File: src/rtl/spi_eng_pkg.sv
package spi_eng_pkg;

   typedef enum logic [7:0] {
      OP_STAT_WR = 8'h01,
      OP_PROGRAM = 8'h02,
      OP_READ    = 8'h03,
      OP_WE_CLR  = 8'h04,
      OP_STAT_RD = 8'h05,
      OP_WE_SET  = 8'h06,
      OP_PG_ERA  = 8'h42,
      OP_SEC_ERA = 8'hD8,
      OP_ALL_ERA = 8'hC7,
      OP_ID_WAKE = 8'hAB,
      OP_SLEEP   = 8'hB9
   } op_e;

   typedef enum logic [1:0] {
      PH_OPC,
      PH_ADDR,
      PH_DATA,
      PH_SKIP
   } phase_e;

   // opcodes handed on to the write / erase logic
   function automatic logic is_passed(input logic [7:0] op);
      case (op)
         OP_STAT_WR, OP_PROGRAM, OP_WE_CLR, OP_STAT_RD, OP_WE_SET,
         OP_PG_ERA, OP_SEC_ERA, OP_ALL_ERA, OP_ID_WAKE, OP_SLEEP: return 1'b1;
         default: return 1'b0;
      endcase
   endfunction

   // computed stand-in for the array contents
   function automatic logic [7:0] fold_byte(input logic [23:0] a, input logic [7:0] seed);
      return a[7:0] ^ a[15:8] ^ a[23:16] ^ seed;
   endfunction

endpackage

File: src/rtl/spi_in_sampler.sv
module spi_in_sampler #(
   parameter int SYNC_STAGES = 2
) (
   input  logic clk,
   input  logic rst_n,
   input  logic cs_n,
   input  logic sck,
   input  logic si,
   input  logic hold_n,
   output logic desel,
   output logic hold_ok,
   output logic si_s,
   output logic sck_rise,
   output logic sck_fall
);
   localparam int NSIG = 4;
   localparam logic [NSIG-1:0] IDLE = 4'b1100;

   if (SYNC_STAGES < 1 || SYNC_STAGES > 4) begin : g_bad_stages
      $error("spi_in_sampler: SYNC_STAGES must be 1 to 4");
   end

   logic [NSIG-1:0] raw, cur;
   logic            sck_d;

   assign raw = {cs_n, hold_n, sck, si};

   if (SYNC_STAGES == 1) begin : g_one
      logic [NSIG-1:0] r;
      always_ff @(posedge clk or negedge rst_n) begin
         if (!rst_n) r <= IDLE;
         else        r <= raw;
      end
      assign cur = r;
   end else begin : g_chain
      logic [SYNC_STAGES-1:0][NSIG-1:0] r;
      always_ff @(posedge clk or negedge rst_n) begin
         if (!rst_n) r <= {SYNC_STAGES{IDLE}};
         else        r <= {r[SYNC_STAGES-2:0], raw};
      end
      assign cur = r[SYNC_STAGES-1];
   end

   always_ff @(posedge clk or negedge rst_n) begin
      if (!rst_n) sck_d <= 1'b0;
      else        sck_d <= cur[1];
   end

   logic active;
   assign desel    = cur[3];
   assign hold_ok  = cur[2];
   assign si_s     = cur[0];
   assign active   = !cur[3] && cur[2];
   assign sck_rise = active &&  cur[1] && !sck_d;
   assign sck_fall = active && !cur[1] &&  sck_d;

endmodule

File: src/rtl/spi_cmd_seq.sv
module spi_cmd_seq
   import spi_eng_pkg::*;
#(
   parameter int ADDR_W = 17
) (
   input  logic              clk,
   input  logic              rst_n,
   input  logic              desel,
   input  logic              rise,
   input  logic              si,
   input  logic              busy,
   output phase_e            phase,
   output logic [4:0]        bit_cnt,
   output logic              cmd_valid,
   output logic [7:0]        cmd_code,
   output logic              start,
   output logic [ADDR_W-1:0] start_addr
);
   localparam int OPC_BITS = 8;
   localparam int ADR_BITS = 24;
   localparam int CNT_W    = 5;

   logic [ADR_BITS-1:0] sh, shifted;
   assign shifted = {sh[ADR_BITS-2:0], si};

   always_ff @(posedge clk or negedge rst_n) begin
      if (!rst_n) begin
         phase      <= PH_OPC;
         bit_cnt    <= '0;
         sh         <= '0;
         cmd_valid  <= 1'b0;
         cmd_code   <= '0;
         start      <= 1'b0;
         start_addr <= '0;
      end else begin
         cmd_valid <= 1'b0;
         start     <= 1'b0;
         if (desel) begin
            phase   <= PH_OPC;
            bit_cnt <= '0;
         end else if (rise) begin
            case (phase)
               PH_OPC: begin
                  sh <= shifted;
                  if (bit_cnt == CNT_W'(OPC_BITS - 1)) begin
                     bit_cnt <= '0;
                     if (shifted[7:0] == OP_READ) begin
                        phase <= busy ? PH_SKIP : PH_ADDR;
                     end else begin
                        phase <= PH_SKIP;
                        if (is_passed(shifted[7:0])) begin
                           cmd_valid <= 1'b1;
                           cmd_code  <= shifted[7:0];
                        end
                     end
                  end else begin
                     bit_cnt <= bit_cnt + 1'b1;
                  end
               end
               PH_ADDR: begin
                  sh <= shifted;
                  if (bit_cnt == CNT_W'(ADR_BITS - 1)) begin
                     bit_cnt    <= '0;
                     phase      <= PH_DATA;
                     start      <= 1'b1;
                     start_addr <= shifted[ADDR_W-1:0];
                  end else begin
                     bit_cnt <= bit_cnt + 1'b1;
                  end
               end
               default: ;
            endcase
         end
      end
   end

endmodule

File: src/rtl/spi_read_out.sv
module spi_read_out
   import spi_eng_pkg::*;
#(
   parameter int         ADDR_W = 17,
   parameter logic [7:0] SEED   = 8'hA5
) (
   input  logic              clk,
   input  logic              rst_n,
   input  logic              desel,
   input  logic              in_data,
   input  logic              fall,
   input  logic              start,
   input  logic [ADDR_W-1:0] start_addr,
   output logic              so_bit,
   output logic              drv,
   output logic [ADDR_W-1:0] ptr
);
   localparam int BIT_W = 3;

   logic [7:0]        cur;
   logic [BIT_W-1:0]  idx;
   logic [ADDR_W-1:0] ptr_nx;

   assign ptr_nx = ptr + 1'b1;

   always_ff @(posedge clk or negedge rst_n) begin
      if (!rst_n) begin
         ptr    <= '0;
         cur    <= '0;
         idx    <= '0;
         so_bit <= 1'b0;
         drv    <= 1'b0;
      end else if (desel) begin
         drv <= 1'b0;
      end else if (start) begin
         ptr <= start_addr;
         cur <= fold_byte(24'(start_addr), SEED);
         idx <= '0;
         drv <= 1'b0;
      end else if (fall && in_data) begin
         so_bit <= cur[3'd7 - idx];
         drv    <= 1'b1;
         idx    <= idx + 1'b1;
         if (idx == 3'd7) begin
            ptr <= ptr_nx;
            cur <= fold_byte(24'(ptr_nx), SEED);
         end
      end
   end

endmodule

File: src/rtl/spi_mem_read_engine.sv
module spi_mem_read_engine
   import spi_eng_pkg::*;
#(
   parameter int         ADDR_W       = 17,
   parameter int         SYNC_STAGES  = 2,
   parameter logic [7:0] CONTENT_SEED = 8'hA5
) (
   input  logic       clk,
   input  logic       rst_n,
   input  logic       cs_n,
   input  logic       sck,
   input  logic       si,
   input  logic       hold_n,
   input  logic       busy,
   output logic       so_out,
   output logic       so_oe,
   output logic       cmd_valid,
   output logic [7:0] cmd_code
);
   if (ADDR_W < 1 || ADDR_W > 24) begin : g_bad_addr
      $error("spi_mem_read_engine: ADDR_W must be 1 to 24");
   end

   logic              desel, hold_ok, si_s, sck_rise, sck_fall;
   phase_e            phase;
   logic [4:0]        seq_cnt;
   logic              rd_start, so_bit, drv, in_data;
   logic [ADDR_W-1:0] rd_addr, rd_ptr;

   spi_in_sampler #(.SYNC_STAGES(SYNC_STAGES)) u_samp (
      .clk(clk), .rst_n(rst_n), .cs_n(cs_n), .sck(sck), .si(si), .hold_n(hold_n),
      .desel(desel), .hold_ok(hold_ok), .si_s(si_s),
      .sck_rise(sck_rise), .sck_fall(sck_fall)
   );

   spi_cmd_seq #(.ADDR_W(ADDR_W)) u_seq (
      .clk(clk), .rst_n(rst_n), .desel(desel), .rise(sck_rise), .si(si_s),
      .busy(busy), .phase(phase), .bit_cnt(seq_cnt),
      .cmd_valid(cmd_valid), .cmd_code(cmd_code),
      .start(rd_start), .start_addr(rd_addr)
   );

   assign in_data = (phase == PH_DATA);

   spi_read_out #(.ADDR_W(ADDR_W), .SEED(CONTENT_SEED)) u_rd (
      .clk(clk), .rst_n(rst_n), .desel(desel), .in_data(in_data),
      .fall(sck_fall), .start(rd_start), .start_addr(rd_addr),
      .so_bit(so_bit), .drv(drv), .ptr(rd_ptr)
   );

   assign so_oe  = !desel && hold_ok && drv;
   assign so_out = so_oe && so_bit;

endmodule

File: config.mk
export PLATFORM = sky130hd
export DESIGN_NAME = spi_mem_read_engine
export DESIGN_NICKNAME = d
export VERILOG_FILES = /design/src/rtl/spi_eng_pkg.sv /design/src/rtl/spi_in_sampler.sv /design/src/rtl/spi_cmd_seq.sv /design/src/rtl/spi_read_out.sv /design/src/rtl/spi_mem_read_engine.sv
export SDC_FILE = /design/constraint.sdc
export NUM_CORES = 1
export LEC_CHECK = 0
export ABC_AREA = 1
export BUFFER_PORTS_ARGS = -buffer_cell sky130_fd_sc_hd__buf_2
export CAP_MARGIN = 20
export CORE_MARGIN = 8
export CORE_UTILIZATION = 65
export CTS_BUF_LIST = sky130_fd_sc_hd__clkbuf_4 sky130_fd_sc_hd__clkbuf_8
export DETAILED_ROUTE_END_ITERATION = 6
export PLACE_DENSITY_LB_ADDON = 0.25
export SYNTH_ARGS = -nofsm -noshare
export SYNTH_HDL_FRONTEND = slang
export SYNTH_SLANG_ARGS = --single-unit
File: constraint.sdc
create_clock -name clk -period 3.3 [get_ports clk]
set_clock_uncertainty 0.05 [all_clocks]
set_input_delay 0.495 -clock clk [delete_from_list [all_inputs] [get_ports clk]]
set_output_delay 0.495 -clock clk [all_outputs]
set_load 0.02 [all_outputs]
# --- Word level (Yosys, flattened, before mapping) ---
# Index checks and enable logic that the tools add are counted.
# W data, S select, Z words.
classes:
  n_eq_ne: 18
  muxes: 41
  n_addsub: 4
  magnitude_cmp: 1
  n_reduce_logical: 27
  bitwise: 9
ops:
  columns: ["cell", "count"]
  rows:
  - ["$mux W17", 3]
  - ["$eq A8 B8 Y1 const B", 4]
  - ["$eq A8 B3 Y1 const B", 3]
  - ["$mux W8", 3]
  - ["$mux W1", 20]
  - ["$mux W5", 4]
  - ["$add A17 B1 Y17 const B", 1]
  - ["$eq A8 B2 Y1 const B", 2]
  - ["$xor A8 B1 Y8", 2]
  - ["$xor A8 B8 Y8", 2]
  - ["$mux W2", 6]
  - ["$pmux W5 S2", 1]
  - ["$reduce_or A10 Y1", 1]
  - ["$reduce_and A3 Y1", 3]
  - ["$eq A8 B1 Y1 const B", 1]
  - ["$eq A8 B7 Y1 const B", 1]
  - ["$logic_and A1 B1 Y1", 8]
  - ["$not A4 Y4", 2]
  - ["$reduce_and A4 Y1", 2]
  - ["$mux W3", 2]
  - ["$ne A3 B2 Y1 const B", 2]
  - ["$reduce_and A6 Y1", 1]
  - ["$reduce_bool A2 Y1", 3]
  - ["$reduce_bool A3 Y1", 2]
  - ["other kinds (16)", 21]
totals:
  out_inout_bits: 11
  elab_cells: 115
  ff_bits: 89

# --- Longest topological paths before layout ---
logic_depth:
  depth_word: 14
  ltp_mapped: 11
  ltp_nobuf: 11

# --- Modules after synthesis ---
# A second synthesis with hierarchy kept.
unflattened:
  cells_unflattened: 578
  hier_area_um2: 4581.9
modules_own_cells:
  columns: ["module", "area_per_inst_um2", "seq_area_each_um2", "n_inst", "cells_each"]
  rows:
  - ["spi_cmd_seq", 2157.1, 1251.2, 1, 244]
  - ["spi_read_out", 2129.5, 750.7, 1, 310]
  - ["spi_in_sampler", 260.2, 230.2, 1, 17]
  - ["spi_mem_read_engine", 35.0, 0.0, 1, 7]

# --- Worst setup path before layout ---
# OpenSTA, ideal clock, no wires.
synth_timing:
  path_kind: "reg2out"
  from: "register u_samp.g_chain.r, in the netlist u_samp.cur[2]"
  to: "output port so_out"
  arrival_time_ps: 1052
  setup_slack_ps: 1703
  stages_incl_launch_ff: 3
  path_buffers: 0
  cell_sequence: "dfstp_2 -> nand2_4 -> nor3_1"
synth_via:
  elab_chain_len: 3
synth_lines:
  columns: ["item", "line", "rtl"]
  rows:
  - ["start: declaration", "spi_in_sampler.sv:36", "logic [SYNC_STAGES-1:0][NSIG-1:0] r;"]
  - ["start signal: assignment", "spi_in_sampler.sv:38", "if (!rst_n) r <= {SYNC_STAGES{IDLE}};"]
  - ["start signal: assignment", "spi_in_sampler.sv:39", "else r <= {r[SYNC_STAGES-2:0], raw};"]
  - ["$logic_and A1 B1 Y1 (2 in series)", "spi_mem_read_engine.sv:51", "assign so_oe = !desel && hold_ok && drv;"]
  - ["$logic_and A1 B1 Y1", "spi_mem_read_engine.sv:52", "assign so_out = so_oe && so_bit;"]
  - ["end: declaration", "spi_mem_read_engine.sv:15", "output logic so_out,"]
# No other way between the ends.

# --- Worst setup path in the final report ---
layout_timing:
  from: "register u_samp.g_chain.r, in the netlist u_samp.cur[3]"
  to: "output port so_out"
layout_via:
  elab_chain_len: 4
layout_lines:
  columns: ["item", "line"]
  rows:
  - ["$logic_not A1 Y1", "spi_mem_read_engine.sv:51"]
  - ["$logic_and A1 B1 Y1 (2 in series)", "spi_mem_read_engine.sv:51"]
  - ["$logic_and A1 B1 Y1", "spi_mem_read_engine.sv:52"]
# No other way between the ends.

==> flow_summary.ini <==
[yosys]
syn_area_um2 = 4450
syn_avg_cell_area_um2 = 7.96
yosysTopAreaCellShare_pct = 47.8
synth_area_leaders = dfrtp_1 48%, nand2_1 13%, o21ai_0 7.2%, inv_1 5.0%, nand3_1 5.0%
yosysWarnings = 0
synth.most_common_cell = nand2_1
ys_types = 39
synth_fp_nets = 570
synth_ff_type = dfrtp_1
yosysTopAreaCell = dfrtp_1
synth.yosys.seq_area_share_pct = 50.2
synth-seq-cells = 89
synth_cells = 559
synthArstFlopShare_pct = 100
synth-edff-count = 0
synth_top_cells_by_count = 150 x nand2_1, 85 x dfrtp_1, 64 x o21ai_0

[critical_path]
crit_fanout = 7
r2r_slack_ns = 1.40
critPathBufInv = 2
crit_required_ns = 2.75
r2r_start = u_rd.ptr[0]
critPathCaptureType = output port
critPathSlowestCell = dfstp_2
criticalPathCategory = reg2out
cp-start-kind = flop
rr_worst_depth = 10
crit_path_cell_trace = inv_2, nand2_4, nor3_1, buf_2
timing.rr.end = u_rd.cur[4]
cp_top_family = flip-flops
crit_arrival_ns = 1.38
max_stage_delay_ns = 0.63

[route]
wl_per_cell_um = 14.8
dr.first_iter.drc_count = 206
drc = 0
vias = 3784
first_pass_iters = 6
via_per_inst = 5.72
routed_wl_um = 9810
ant_nets = 0

[cts]
cts_htree_levels = 3
clk_pin_slew_ns = 0.09
cts_resized = 0
cts_buffers = 9
max-clock-path-buffers = 2
ctsHoldBuffers = 0
clock-sinks = 89
cts_root_buf = clkbuf_8
postCtsSetupRepairBufs = 0
worstSkewPairLatency_ns = 0.36
cts_tree = built

[global_routing]
antenna_found_initial = 0
grt_pass1_vias = 3586
grt_pass1_wl_um = 16800
overflow = 0
grt_util_all_layers_pct = 21.4
grt_max_degree = 54

[final_layout]
final_area_um2 = 4800
n_antenna_cell = 0
layout-drive-gt1-share_pct = 10.8
seqCellArea_um2 = 2230
fillers = 510
area_delta_synth_final_pct = 7.88
fin_nets = 587
multi_input_comb_area_um2 = 1900

[floorplan]
die-area_um2 = 9750
rows = 30
io_pins = 18
die_width_um = 98.7
core_um2 = 6720
start_util_pct = 66.2
die_y_um = 98.7

[placement]
place.gp.congestion = 0.900
dp_slack_ns = 1.44
portBuffers = 17
placed_area_um2 = 4590
post-dp-hpwl_um = 6990

[sta]
max_slew_margin_pct = 55.8
fin_ws_ns = 1.38
rsz0062_at_grt = no
fin_crit_sh_pct = 58.3
hold_slack_ns = 0.101
fmax_ghz = 0.520
worst_slew_pin_slew_ns = 0.663
hold_viol_final = 0
fin_tns_setup_ns = 0
slew_viol_final = 0
finalSetupViolCount = 0
period_needed_ns = 1.92

[pwr]
vdd_drop_max_mv = 0.277
p_leak_uw = 0.00228
pwr_density_cell_nw_per_um2 = 423

[run]
max_cap_viol_count = 0

[min_path]
hold_path_class = in2async

[status]
status = finished, final reports clean
power by group:
| group | total (uW) | switching [uW] | internal [uW] |
|---|---|---|---|
| combinational | 115 | 85.0 | 30.3 |
| sequential | 1140 | 29.7 | 1110 |
| clock | 775 | 391 | 385 |
worst max-delay path by stage:
stage / start / end / slack, ns / cells past startpoint
floorplan: u_samp.cur[2] / so_out / 1.70 / 2
global placement: u_rd.ptr[0] / u_rd.cur[4] / 1.47 / 10
detailed placement: u_rd.ptr[0] / u_rd.cur[4] / 1.44 / 10
CTS: u_samp.cur[3] / so_out / 1.37 / 4
global route: u_samp.cur[3] / u_seq.cmd_code[0] / 1.26 / 8
finish: u_samp.cur[3] / so_out / 1.38 / 4
placed cells by master (no fill, tap or decap), types with 2 or more instances in the layout:
cell type / count
dfstp_2: 4
nor2_1: 42
clkbuf_8: 10
o211ai_1: 5
nand3_1: 44
buf_2: 16
clkinv_4: 2
inv_2: 2
nor2_2: 4
xnor2_1: 4
o21ai_1: 3
nand2_1: 150
nor3_1: 3
a31oi_1: 4
nor2_4: 2
a21oi_1: 31
o21ai_0: 64
xor2_1: 5
o22ai_1: 4
or2_2: 2
ha_1: 4
buf_4: 6
nand4_1: 5
nand2_4: 3
inv_1: 59
dfrtp_1: 85
nand2_2: 3
cell families (layout without fill, tap and decap cells):
logic type | Yosys count | after routing | share of synthesized area [%]
compound gates | 116 | 116 | 14.0
xor+xnor | 9 | 9 | 1.77
fa+ha+maj | 4 | 4 | 1.13
buf+inv | 78 | 100 | 7.12
flops | 89 | 89 | 50.2
simple gates | 263 | 263 | 25.8
stage by stage:
stage	total power (uW)	std cells	util, %
2_1_floorplan	1220	559	-
3_3_place_gp	1270	645	68.3
3_5_place_dp	1270	645	68.3
4_1_cts	2040	661	71.4
5_1_grt	2100	661	71.4
6_report	2030	661	71.4
registers in the layout, indices dropped and copies added (netlist names):
register          count
u_samp.g_chain.r      4
u_samp.cur            4
u_seq.cmd_valid       1
u_rd.ptr             17
u_seq.bit_cnt         5
u_seq.start_addr     17
u_samp.sck_d          1
u_seq.cmd_code        8
u_seq.phase           2
u_rd.idx              3
u_rd.so_bit           1
u_seq.start           1
u_rd.cur              8
u_seq.sh             16
u_rd.drv              1
layout make-up:
type | instances | share of cell area (%)
multi-input cells | 392 | 39.6
well taps | 80 | 2.09
clock buffers | 11 | 3.02
repair buffers | 22 | 2.61
inverters | 62 | 4.85
flip-flops and latches | 89 | 46.5
clock inverters | 5 | 1.33
layer usage:
metal	up-vias	global-route usage [%]	share of wire, %
li1	1855	-	-
met1	1780	26.6	43
met2	121	35.3	48
met3	28	3.45	5.6
met4	0	10.5	3.2
met5	-	0	0
No activity file was read; power rests on OpenSTA's default activity.
